### src/rtl/ring_bank_pkg.sv
// Shared constants for the descriptor ring pointer bank.
// Assumes a 32-byte register window per queue and 32-byte descriptors.
package ring_bank_pkg;
    localparam logic [4:0] OFS_BASE   = 5'h00;
    localparam logic [4:0] OFS_LEN    = 5'h04;
    localparam logic [4:0] OFS_PROD   = 5'h08;
    localparam logic [4:0] OFS_CONS   = 5'h0C;
    localparam logic [4:0] OFS_PERMIT = 5'h18;

    localparam int PERMIT_BASE_BIT = 2;
    localparam int PERMIT_LEN_BIT  = 1;

    localparam int DESC_SHIFT = 5;   // bytes per descriptor = 32
    localparam int LEN_SHIFT  = 3;   // length exchanged as count * 8

    typedef enum logic [1:0] {
        RING_RX_FREE = 2'd0,
        RING_RX_DONE = 2'd1,
        RING_TX_POST = 2'd2,
        RING_TX_DONE = 2'd3
    } ring_id_e;
endpackage

### src/rtl/ring_occupancy.sv
// Occupancy arithmetic for one circular queue.
// Computes the used slot count, the empty and full flags, and the wrapped
// successor of each index. Assumes length >= 2 and both indices below it.
module ring_occupancy #(
    parameter int IDX_W = 7
) (
    input  logic [IDX_W-1:0] prod_idx,
    input  logic [IDX_W-1:0] cons_idx,
    input  logic [IDX_W-1:0] len,
    output logic             empty,
    output logic             full,
    output logic [IDX_W-1:0] prod_next,
    output logic [IDX_W-1:0] cons_next
);
    logic [IDX_W-1:0] used;
    logic [IDX_W-1:0] last;

    // Last valid index of the ring.
    assign last = len - IDX_W'(1);

    // Used slots, with the producer ahead of or behind the consumer.
    always_comb begin
        if (prod_idx >= cons_idx) used = prod_idx - cons_idx;
        else                      used = len - (cons_idx - prod_idx);
    end

    assign empty = (prod_idx == cons_idx);
    assign full  = (used == last);

    // Wrapped successors of both indices.
    assign prod_next = (prod_idx >= last) ? '0 : prod_idx + IDX_W'(1);
    assign cons_next = (cons_idx >= last) ? '0 : cons_idx + IDX_W'(1);
endmodule

### src/rtl/ring_queue_regs.sv
// Register slice for one descriptor queue: base, length, two indices,
// permit bits and sticky error flags. Software writes to a pointer beat a
// hardware pulse on the same pointer in the same cycle. Assumes wr_sel is
// already qualified by the queue select.
module ring_queue_regs
    import ring_bank_pkg::*;
#(
    parameter int DW      = 32,
    parameter int IDX_W   = 7,
    parameter int RST_LEN = 64
) (
    input  logic          clk,
    input  logic          rst_n,
    input  logic          wr_sel,
    input  logic [4:0]    ofs,
    input  logic [DW-1:0] wdata,
    input  logic          prod_pulse,
    input  logic          cons_pulse,
    output logic [DW-1:0] rdata,
    output logic          empty,
    output logic          full,
    output logic          ovf,
    output logic          unf,
    output logic [DW-1:0] prod_addr,
    output logic [DW-1:0] cons_addr
);
    logic [DW-1:0]    base_q;
    logic [IDX_W-1:0] len_q;
    logic [IDX_W-1:0] prod_q;
    logic [IDX_W-1:0] cons_q;
    logic             pm_base_q;
    logic             pm_len_q;
    logic             ovf_q;
    logic             unf_q;
    logic [IDX_W-1:0] prod_next;
    logic [IDX_W-1:0] cons_next;

    logic sw_base, sw_len, sw_prod, sw_cons, sw_permit;

    // Decode software writes, gating the guarded fields by their permit bits.
    assign sw_base   = wr_sel && (ofs == OFS_BASE) && pm_base_q;
    assign sw_len    = wr_sel && (ofs == OFS_LEN)  && pm_len_q;
    assign sw_prod   = wr_sel && (ofs == OFS_PROD);
    assign sw_cons   = wr_sel && (ofs == OFS_CONS);
    assign sw_permit = wr_sel && (ofs == OFS_PERMIT);

    ring_occupancy #(.IDX_W(IDX_W)) i_occ (
        .prod_idx  (prod_q),
        .cons_idx  (cons_q),
        .len       (len_q),
        .empty     (empty),
        .full      (full),
        .prod_next (prod_next),
        .cons_next (cons_next)
    );

    // Permit bits for the guarded fields.
    always_ff @(posedge clk) begin
        if (!rst_n) begin
            pm_base_q <= 1'b0;
            pm_len_q  <= 1'b0;
        end else if (sw_permit) begin
            pm_base_q <= wdata[PERMIT_BASE_BIT];
            pm_len_q  <= wdata[PERMIT_LEN_BIT];
        end
    end

    // Ring base address.
    always_ff @(posedge clk) begin
        if (!rst_n)       base_q <= '0;
        else if (sw_base) base_q <= wdata;
    end

    // Ring length in descriptors.
    always_ff @(posedge clk) begin
        if (!rst_n)      len_q <= IDX_W'(RST_LEN);
        else if (sw_len) len_q <= wdata[IDX_W+LEN_SHIFT-1:LEN_SHIFT];
    end

    // Producer index: software write first, then a pulse that fits.
    always_ff @(posedge clk) begin
        if (!rst_n)                  prod_q <= '0;
        else if (sw_prod)            prod_q <= wdata[IDX_W+DESC_SHIFT-1:DESC_SHIFT];
        else if (prod_pulse && !full) prod_q <= prod_next;
    end

    // Consumer index: software write first, then a pulse on a non-empty ring.
    always_ff @(posedge clk) begin
        if (!rst_n)                   cons_q <= '0;
        else if (sw_cons)             cons_q <= wdata[IDX_W+DESC_SHIFT-1:DESC_SHIFT];
        else if (cons_pulse && !empty) cons_q <= cons_next;
    end

    // Sticky flags for dropped pulses.
    always_ff @(posedge clk) begin
        if (!rst_n) begin
            ovf_q <= 1'b0;
            unf_q <= 1'b0;
        end else begin
            ovf_q <= ovf_q | (prod_pulse && full  && !sw_prod);
            unf_q <= unf_q | (cons_pulse && empty && !sw_cons);
        end
    end

    assign ovf = ovf_q;
    assign unf = unf_q;

    // Descriptor addresses for the DMA side.
    assign prod_addr = base_q + (DW'(prod_q) << DESC_SHIFT);
    assign cons_addr = base_q + (DW'(cons_q) << DESC_SHIFT);

    // Read-back of the register selected by the offset.
    always_comb begin
        rdata = '0;
        case (ofs)
            OFS_BASE:   rdata = base_q;
            OFS_LEN:    rdata = DW'(len_q)  << LEN_SHIFT;
            OFS_PROD:   rdata = DW'(prod_q) << DESC_SHIFT;
            OFS_CONS:   rdata = DW'(cons_q) << DESC_SHIFT;
            OFS_PERMIT: begin
                rdata[PERMIT_BASE_BIT] = pm_base_q;
                rdata[PERMIT_LEN_BIT]  = pm_len_q;
            end
            default:    rdata = '0;
        endcase
    end
endmodule

### src/rtl/ring_rd_select.sv
// Selects the read data of the addressed queue from the flattened per-queue
// read data. A queue select with no matching queue returns zero.
module ring_rd_select #(
    parameter int NUM_Q  = 4,
    parameter int DW     = 32,
    parameter int QSEL_W = 2
) (
    input  logic [NUM_Q*DW-1:0] rdata_all,
    input  logic [QSEL_W-1:0]   qsel,
    output logic [DW-1:0]       rdata
);
    // One-of-N select by queue number.
    always_comb begin
        rdata = '0;
        for (int i = 0; i < NUM_Q; i++) begin
            if (qsel == QSEL_W'(i)) rdata = rdata_all[i*DW +: DW];
        end
    end
endmodule

### src/rtl/ring_ptr_bank.sv
// Bank of descriptor ring pointer registers, one slice per queue.
// The first NUM_RX queues reset to RX_LEN descriptors and the rest reset to
// TX_LEN. Register reads are combinational and writes take effect at the
// clock edge. Assumes the hardware pulses are single-cycle strobes.
module ring_ptr_bank #(
    parameter  int NUM_Q   = 4,
    parameter  int NUM_RX  = 2,
    parameter  int DW      = 32,
    parameter  int RX_LEN  = 64,
    parameter  int TX_LEN  = 2,
    parameter  int MAX_LEN = 64,
    localparam int QSEL_W  = (NUM_Q > 1) ? $clog2(NUM_Q) : 1,
    localparam int ADDR_W  = QSEL_W + 5
) (
    input  logic                clk,
    input  logic                rst_n,
    input  logic                reg_wr,
    input  logic [ADDR_W-1:0]   reg_addr,
    input  logic [DW-1:0]       reg_wdata,
    output logic [DW-1:0]       reg_rdata,
    input  logic [NUM_Q-1:0]    hw_prod,
    input  logic [NUM_Q-1:0]    hw_cons,
    output logic [NUM_Q-1:0]    q_empty,
    output logic [NUM_Q-1:0]    q_full,
    output logic [NUM_Q-1:0]    ovf_err,
    output logic [NUM_Q-1:0]    unf_err,
    output logic [NUM_Q*DW-1:0] wr_desc_addr,
    output logic [NUM_Q*DW-1:0] rd_desc_addr
);
    localparam int IDX_W = $clog2(MAX_LEN + 1);

    logic [QSEL_W-1:0]   qsel;
    logic [4:0]          ofs;
    logic [NUM_Q*DW-1:0] rdata_all;

    // Split the byte address into queue select and register offset.
    assign qsel = reg_addr[ADDR_W-1:5];
    assign ofs  = reg_addr[4:0];

    for (genvar q = 0; q < NUM_Q; q++) begin : g_queue
        localparam int RST_LEN = (q < NUM_RX) ? RX_LEN : TX_LEN;
        logic wr_sel;

        // Write strobe qualified by this queue's select.
        assign wr_sel = reg_wr && (qsel == QSEL_W'(q));

        ring_queue_regs #(
            .DW      (DW),
            .IDX_W   (IDX_W),
            .RST_LEN (RST_LEN)
        ) i_regs (
            .clk        (clk),
            .rst_n      (rst_n),
            .wr_sel     (wr_sel),
            .ofs        (ofs),
            .wdata      (reg_wdata),
            .prod_pulse (hw_prod[q]),
            .cons_pulse (hw_cons[q]),
            .rdata      (rdata_all[q*DW +: DW]),
            .empty      (q_empty[q]),
            .full       (q_full[q]),
            .ovf        (ovf_err[q]),
            .unf        (unf_err[q]),
            .prod_addr  (wr_desc_addr[q*DW +: DW]),
            .cons_addr  (rd_desc_addr[q*DW +: DW])
        );
    end

    ring_rd_select #(
        .NUM_Q  (NUM_Q),
        .DW     (DW),
        .QSEL_W (QSEL_W)
    ) i_rdsel (
        .rdata_all (rdata_all),
        .qsel      (qsel),
        .rdata     (reg_rdata)
    );
endmodule

### config.mk
export PLATFORM = sky130hd
export DESIGN_NAME = ring_ptr_bank
export DESIGN_NICKNAME = d
export VERILOG_FILES = /design/src/rtl/ring_bank_pkg.sv /design/src/rtl/ring_occupancy.sv /design/src/rtl/ring_queue_regs.sv /design/src/rtl/ring_rd_select.sv /design/src/rtl/ring_ptr_bank.sv
export SDC_FILE = /design/constraint.sdc
export NUM_CORES = 1
export LEC_CHECK = 0
export CAP_MARGIN = 25
export CORE_ASPECT_RATIO = 0.7
export CORE_UTILIZATION = 58
export CTS_CLUSTER_DIAMETER = 150
export DETAILED_ROUTE_END_ITERATION = 10
export GPL_TIMING_DRIVEN = 1
export PLACE_DENSITY = 0.94
export SLEW_MARGIN = 20
export SYNTH_ARGS = -nofsm -noshare
export SYNTH_HDL_FRONTEND = slang
export SYNTH_HIERARCHICAL = 1
export SYNTH_SLANG_ARGS = --single-unit
export TNS_END_PERCENT = 1
### constraint.sdc
create_clock -name clk -period 10.3 [get_ports clk]
set_input_delay 1.03 -clock clk [delete_from_list [all_inputs] [get_ports clk]]
set_output_delay 1.03 -clock clk [all_outputs]
set_load 0.01 [all_outputs]
==> flow_summary.yaml, run 1 <==
drt:
  vias: 23100
  wl_per_cell_um: 23.26
  firstDrtPassIters: 6
  antenna_violating_nets_post_route: 0
  via_per_inst: 6.484
  drc_errors: 0
  wl_um: 82860
  first_iter_violations: 3269
synthesis:
  synth-xor-area-share_pct: 12.22
  synth_top_family_by_area: "simple AND/OR/NAND/NOR gates"
  synth-seq-area-share_pct: 19.78
  syn_area_per_cell_um2: 8.215
  synth_ff_type: "dfxtp_1"
  synth_compound_area_share_pct: 14.13
  synth_cells: 2809
  synth_edf_count: 0
  syn_nets: 3075
  ys_types: 68
  syn-cell-area_mm2: 0.02307
  ys_ff_latch: 228
  synthSimpleGateAreaFrac_pct: 23.78
  synthArstFlopShare_pct: 0
  synth.area.mux_share_pct: 10.05
  ys_warn_count: 6
  synthAdderAreaFrac_pct: 12.88
sta:
  final_hold_viol_count: 0
  grt_setup_unrepaired: "false"
  fin_ws_ns: 4.866
  skew_ns: 0.01581
  fin_crit_sh_pct: 52.76
  final.min_clock_period_ns: 5.434
  maxSlewViolCount: 0
  max_clock_freq_ghz: 0.1840
  worstMarginPinSlew_ns: 1.181
  slew_headroom_pct: 21.27
  setup_viol: 0
  setup_tns_ns: 0
run:
  max_cap_violations: 0
placed_design:
  port_buffers: 353
  gp_congestion: 1.085
  dp_slack_ns: 5.470
  dpl_cell_area_mm2: 0.02637
  hpwlAfterDp_um: 62920
worst_setup_path:
  crit_type: "reg2out"
  endpoint_kind: "output port"
  cp_slowest_stage_delay_ns: 0.63
  cp_max_fo: 8
  slowest_stage: "clkdlybuf4s50_1"
  crit_required_ns: 9.27
  start_kind: "flip-flop"
  crit_chain: "inv_1 -> fa_1 -> inv_1 -> fa_1 -> and3_1 -> o21ai_0 -> nor3b_1 -> o211ai_1 -> o21ai_0 -> xnor2_1 -> nor4_2 -> clkdlybuf4s50_1"
  cp.arrival_ns: 4.40
  rrSetupSlack_ns: 5.95
final_layout:
  layout_commonest_cell: "nand2_1"
  drive_gt1_share_pct: 6.328
  layout_common_cells: "nand2_1 (410), clkdlybuf4s50_1 (349), dfxtp_1 (228)"
  area_growth_pct: 17.83
  final_cell_area_mm2: 0.02719
  design.final.nets: 3283
power:
  static-leakage-power_uw: 0.01188
  powerDensity_mw_per_mm2: 108.3
  ir_drop_uv: 127.9
cts:
  cts_tree: "built"
  postCtsHoldBufs: 0
  post_cts_resized: 0
  clk_pin_slew_worst_paths_ns: 0.07
  clock_sink_count: 228
  clkLatencyLatePin_ns: 0.55
  cts_setup_buffers: 0
  cts-root-buf: "clkbuf_16"
  cts_buffer_depth: 3
  htreeDepth: 1
  cts_buffers: 24
global_route:
  grt_max_degree: 133
  grt_pass1_wl_um: 125000
  grt_pass1_vias: 21730
  antenna_found_initial: 4
  grt_use_total_pct: 39.55
  grt_overflow: 0
die:
  core_mm2: 0.03881
  start_util_pct: 59.45
  design.die.area_mm2: 0.04060
  die_w_um: 240.4
  io_pins: 354
  rows: 60
  die_y_um: 168.9
worst_hold_path:
  hold_class: "reg2reg"
outcome:
  status: "complete, no violations"
[layer usage]
metal,track usage [%],share of wire (%),up-vias
met1,54.48,40,11110
met3,10.63,14,260
met5,0,0.027,-
met4,16.45,4.3,4
met2,58.07,42,1603
li1,-,-,10120
[cell families after synthesis]
family          after synthesis
compound gates              445
simple gates               1082
fa+ha+maj                   216
mux                         165
xor+xnor                    322
buf+inv                     351
flops                       228
[registers in the layout (all words and copies together) (netlist names)]
| register | cells |
|---|---|
| g_queue.i_regs/pm_len_q | 4 |
| g_queue.i_regs/len_q | 28 |
| g_queue.i_regs/base_q | 128 |
| g_queue.i_regs/unf | 4 |
| g_queue.i_regs/ovf | 4 |
| g_queue.i_regs/cons_q | 28 |
| g_queue.i_regs/prod_q | 28 |
| g_queue.i_regs/pm_base_q | 4 |
[report_power, final]
| part | leakage [uW] | switching, uW | internal (uW) | total, uW |
|---|---|---|---|---|
| Clock | 0.000386 | 393 | 496 | 890 |
| Sequential | 0.00184 | 56.7 | 906 | 963 |
| Combinational | 0.00965 | 594 | 498 | 1090 |
| Total | 0.0119 | 1040 | 1900 | 2940 |
[stage by stage]
| stage | power (uW) | std cells | hold slack, ns | utilization, % |
|---|---|---|---|---|
| after floorplan | 1718 | 2809 | 0.4517 | - |
| after global placement | 1998 | 3511 | 0.4651 | 67.85 |
| after detailed placement | 2040 | 3515 | 0.4782 | 67.95 |
| after CTS | 2914 | 3558 | 0.4977 | 69.96 |
| after global routing | 3071 | 3562 | 0.5131 | 70.05 |
| final | 2945 | 3562 | 0.4982 | 70.05 |
[cell usage after synthesis, types with 7 or more instances]
| library cell | n | share of area (%) |
|---|---|---|
| mux4_2 | 50 | 4.9 |
| and4_1 | 7 | 0.27 |
| and2_1 | 20 | 0.54 |
| o211a_1 | 56 | 2.4 |
| nor3_1 | 103 | 2.2 |
| a22o_1 | 8 | 0.30 |
| o21ai_1 | 9 | 0.20 |
| dfxtp_1 | 228 | 20 |
| ha_1 | 180 | 9.8 |
| buf_2 | 35 | 0.76 |
| nand2b_1 | 28 | 0.76 |
| nand2_1 | 410 | 6.7 |
| buf_4 | 50 | 1.6 |
| nor3b_1 | 16 | 0.52 |
| nor2b_1 | 60 | 1.6 |
| a21boi_1 | 121 | 3.9 |
| a22oi_1 | 8 | 0.26 |
| o211ai_1 | 7 | 0.23 |
| xor2_1 | 138 | 5.2 |
| nand3_1 | 110 | 2.4 |
| clkbuf_1 | 94 | 1.5 |
| buf_6 | 7 | 0.34 |
| a31oi_1 | 24 | 0.65 |
| nand4b_1 | 8 | 0.30 |
| inv_2 | 7 | 0.11 |
| xnor2_1 | 184 | 7.0 |
| o21ai_0 | 45 | 0.98 |
| fa_1 | 36 | 3.1 |
| mux2_2 | 8 | 0.39 |
| a21boi_0 | 17 | 0.55 |
| a21oi_1 | 83 | 1.8 |
| inv_1 | 149 | 2.4 |
| a21o_1 | 29 | 0.94 |
| a221oi_2 | 8 | 0.52 |
| mux2i_1 | 105 | 4.6 |
| nor4_2 | 8 | 0.43 |
| and3_1 | 111 | 3.0 |
| nor2_1 | 130 | 2.1 |
| nand4_1 | 28 | 0.76 |
[final timing paths]
| kind | startpoint | end | cells after the start |
|---|---|---|---|
| max reg2reg | g_queue[1].i_regs/prod_q[1] | g_queue[1].i_regs/prod_q[0] | 15 |
| min reg2reg | g_queue[1].i_regs/ovf | g_queue[1].i_regs/ovf | 2 |
| max | g_queue[3].i_regs/prod_q[1] | q_full[3] | 12 |
| min | g_queue[1].i_regs/ovf | g_queue[1].i_regs/ovf | 2 |
[final cells by class]
type / count / area (um^2)
multi-input cells: 2230 / 16880
fillers: 2966 / 11620
flip-flops and latches: 228 / 4564
repair buffers: 377 / 3719
well taps: 527 / 659.4
clock buffers: 30 / 643.1
inverters: 156 / 585.6
clock inverters: 13 / 136.4
diodes: 1 / 2.502
[critical path: cells and delay by family (launching register included)]
family / cells / cell delay [ns]
adders and majority gates: 2 / 1.01
and+or+nand+nor: 3 / 0.89
buffers and inverters: 3 / 0.84
DFF: 1 / 0.55
AOI/OAI and AO/OA: 3 / 0.45
xor gates and xnor gates: 1 / 0.10
No activity file was read; power rests on OpenSTA's default activity.
==> inputs of run 2 (changes only) <==
Settings changed: CORE_UTILIZATION 58 to 56, PLACE_DENSITY 0.94 to 0.91.
Clock period 10.3 ns to 5.3 ns, I/O delays scaled along.
==> flow_summary.yaml, run 2 (synthesis results as in run 1) <==
global_route:
  grt_use_total_pct: 38.17
  antenna_found_initial: 1
  grt_pass1_vias: 21030
  grt_pass1_wl_um: 124200
  grt_max_degree: 229
  grt_overflow: 0
drt:
  firstDrtPassIters: 9
  first_iter_violations: 3006
  via_per_inst: 6.306
  vias: 22560
  wl_per_cell_um: 23.41
  antenna_violating_nets_post_route: 0
  wl_um: 83740
  drc_errors: 0
final_layout:
  largest-register: "g_queue.i_regs/base_q"
  final_cells: 3578
  final_cell_area_mm2: 0.02730
  design.final.nets: 3291
  largest_reg_flops: 128
  postLayoutCoreUtil_pct: 68.01
  layout_commonest_cell: "nand2_1"
  area_growth_pct: 18.33
  drive_gt1_share_pct: 6.737
  layout_common_cells: "nand2_1 (410), clkdlybuf4s50_1 (348), dfxtp_1 (228)"
  antennaDiodeCount: 0
sta:
  setup_viol: 0
  fin_crit_sh_pct: 93.84
  setup_tns_ns: 0
  skew_ns: 0.02172
  grt_setup_unrepaired: "false"
  max_clock_freq_ghz: 0.2011
  final_hold_viol_count: 0
  worstMarginPinSlew_ns: 1.151
  final.min_clock_period_ns: 4.974
  slew_headroom_pct: 23.28
  maxSlewViolCount: 0
worst_setup_path:
  cp.arrival_ns: 4.44
  endpoint_kind: "output port"
  start_kind: "flip-flop"
  crit_type: "reg2out"
  crit_required_ns: 4.77
  cp_max_fo: 8
cts:
  clk_pin_slew_worst_paths_ns: 0.07
  cts_buffers: 25
  cts_buffer_depth: 3
  cts_setup_buffers: 0
  htreeDepth: 1
  clock_sink_count: 228
  postCtsHoldBufs: 0
  clkLatencyLatePin_ns: 0.56
  post_cts_resized: 0
  cts_tree: "built"
  cts-root-buf: "clkbuf_16"
placed_design:
  gp_congestion: 1.061
  port_buffers: 353
  dpl_cell_area_mm2: 0.02644
  dp.cells: 3530
  hpwlAfterDp_um: 63440
power:
  ir_drop_uv: 387.2
  static-leakage-power_uw: 0.01191
  powerDensity_mw_per_mm2: 213.2
die:
  start_util_pct: 57.48
  rows: 61
  core_mm2: 0.04015
  die_w_um: 244.6
  design.die.area_mm2: 0.04203
  die_y_um: 171.8
  io_pins: 354
run:
  max_cap_violations: 0
worst_hold_path:
  hold_class: "reg2reg"
outcome:
  status: "complete, no violations"
run 2: per-stage QoR:
step,hold WS [ns],setup slack (ns),power [uW]
after floorplan,0.4517,1.659,3338
after global placement,0.4673,1.030,3915
after detailed placement,0.4742,1.008,3969
after CTS,0.4822,0.3909,5746
after global routing,0.5071,0.1278,6069
final,0.4868,0.3264,5821
run 2: path summary, 6_finish.rpt:
path / startpoint / end / slack (ns) / depth (start not counted)
hold reg to reg: g_queue[3].i_regs/pm_len_q / g_queue[3].i_regs/pm_len_q / 0.49 / 2
setup / recovery: g_queue[3].i_regs/prod_q[1] / q_full[3] / 0.33 / 12
setup reg to reg: g_queue[3].i_regs/prod_q[1] / g_queue[3].i_regs/prod_q[5] / 0.90 / 15
hold / removal: g_queue[3].i_regs/pm_len_q / g_queue[3].i_regs/pm_len_q / 0.49 / 2
run 2: critical path: stages, from the launching register on:
cell,delay [ns]
dfxtp_1,0.56
inv_1,0.15
fa_1,0.55
inv_1,0.07
fa_1,0.47
and3_1,0.21
o21ai_0,0.22
nor3b_1,0.24
o211ai_1,0.13
o21ai_0,0.13
xnor2_1,0.11
nor4_2,0.44
clkdlybuf4s50_1,0.62
run 2: cell type report:
type                    count  area, um^2
multi-input cells        2230       16880
fillers                  3290       12840
clock inverters            14       138.9
flip-flops and latches    228        4564
clock buffers              31       678.2
repair buffers            384        3784
inverters                 156       585.6
well taps                 535       669.4
run 2: per-layer routing:
layer  vias up  global-route usage [%]  share of wire [%]
met2      1392                   56.05                 42
met5         -                       0              0.016
met4         2                   12.12                3.3
li1      10140                       -                  -
met1     10840                   53.92                 42
met3       185                   10.17                 13
run 2: report_power, final:
part           leakage (uW)  switching, uW  total (uW)  internal, uW
clock              0.000386            795        1800          1010
combinational       0.00969           1170        2160           983
sequential          0.00184           98.6        1860          1760
total                0.0119           2070        5820          3750
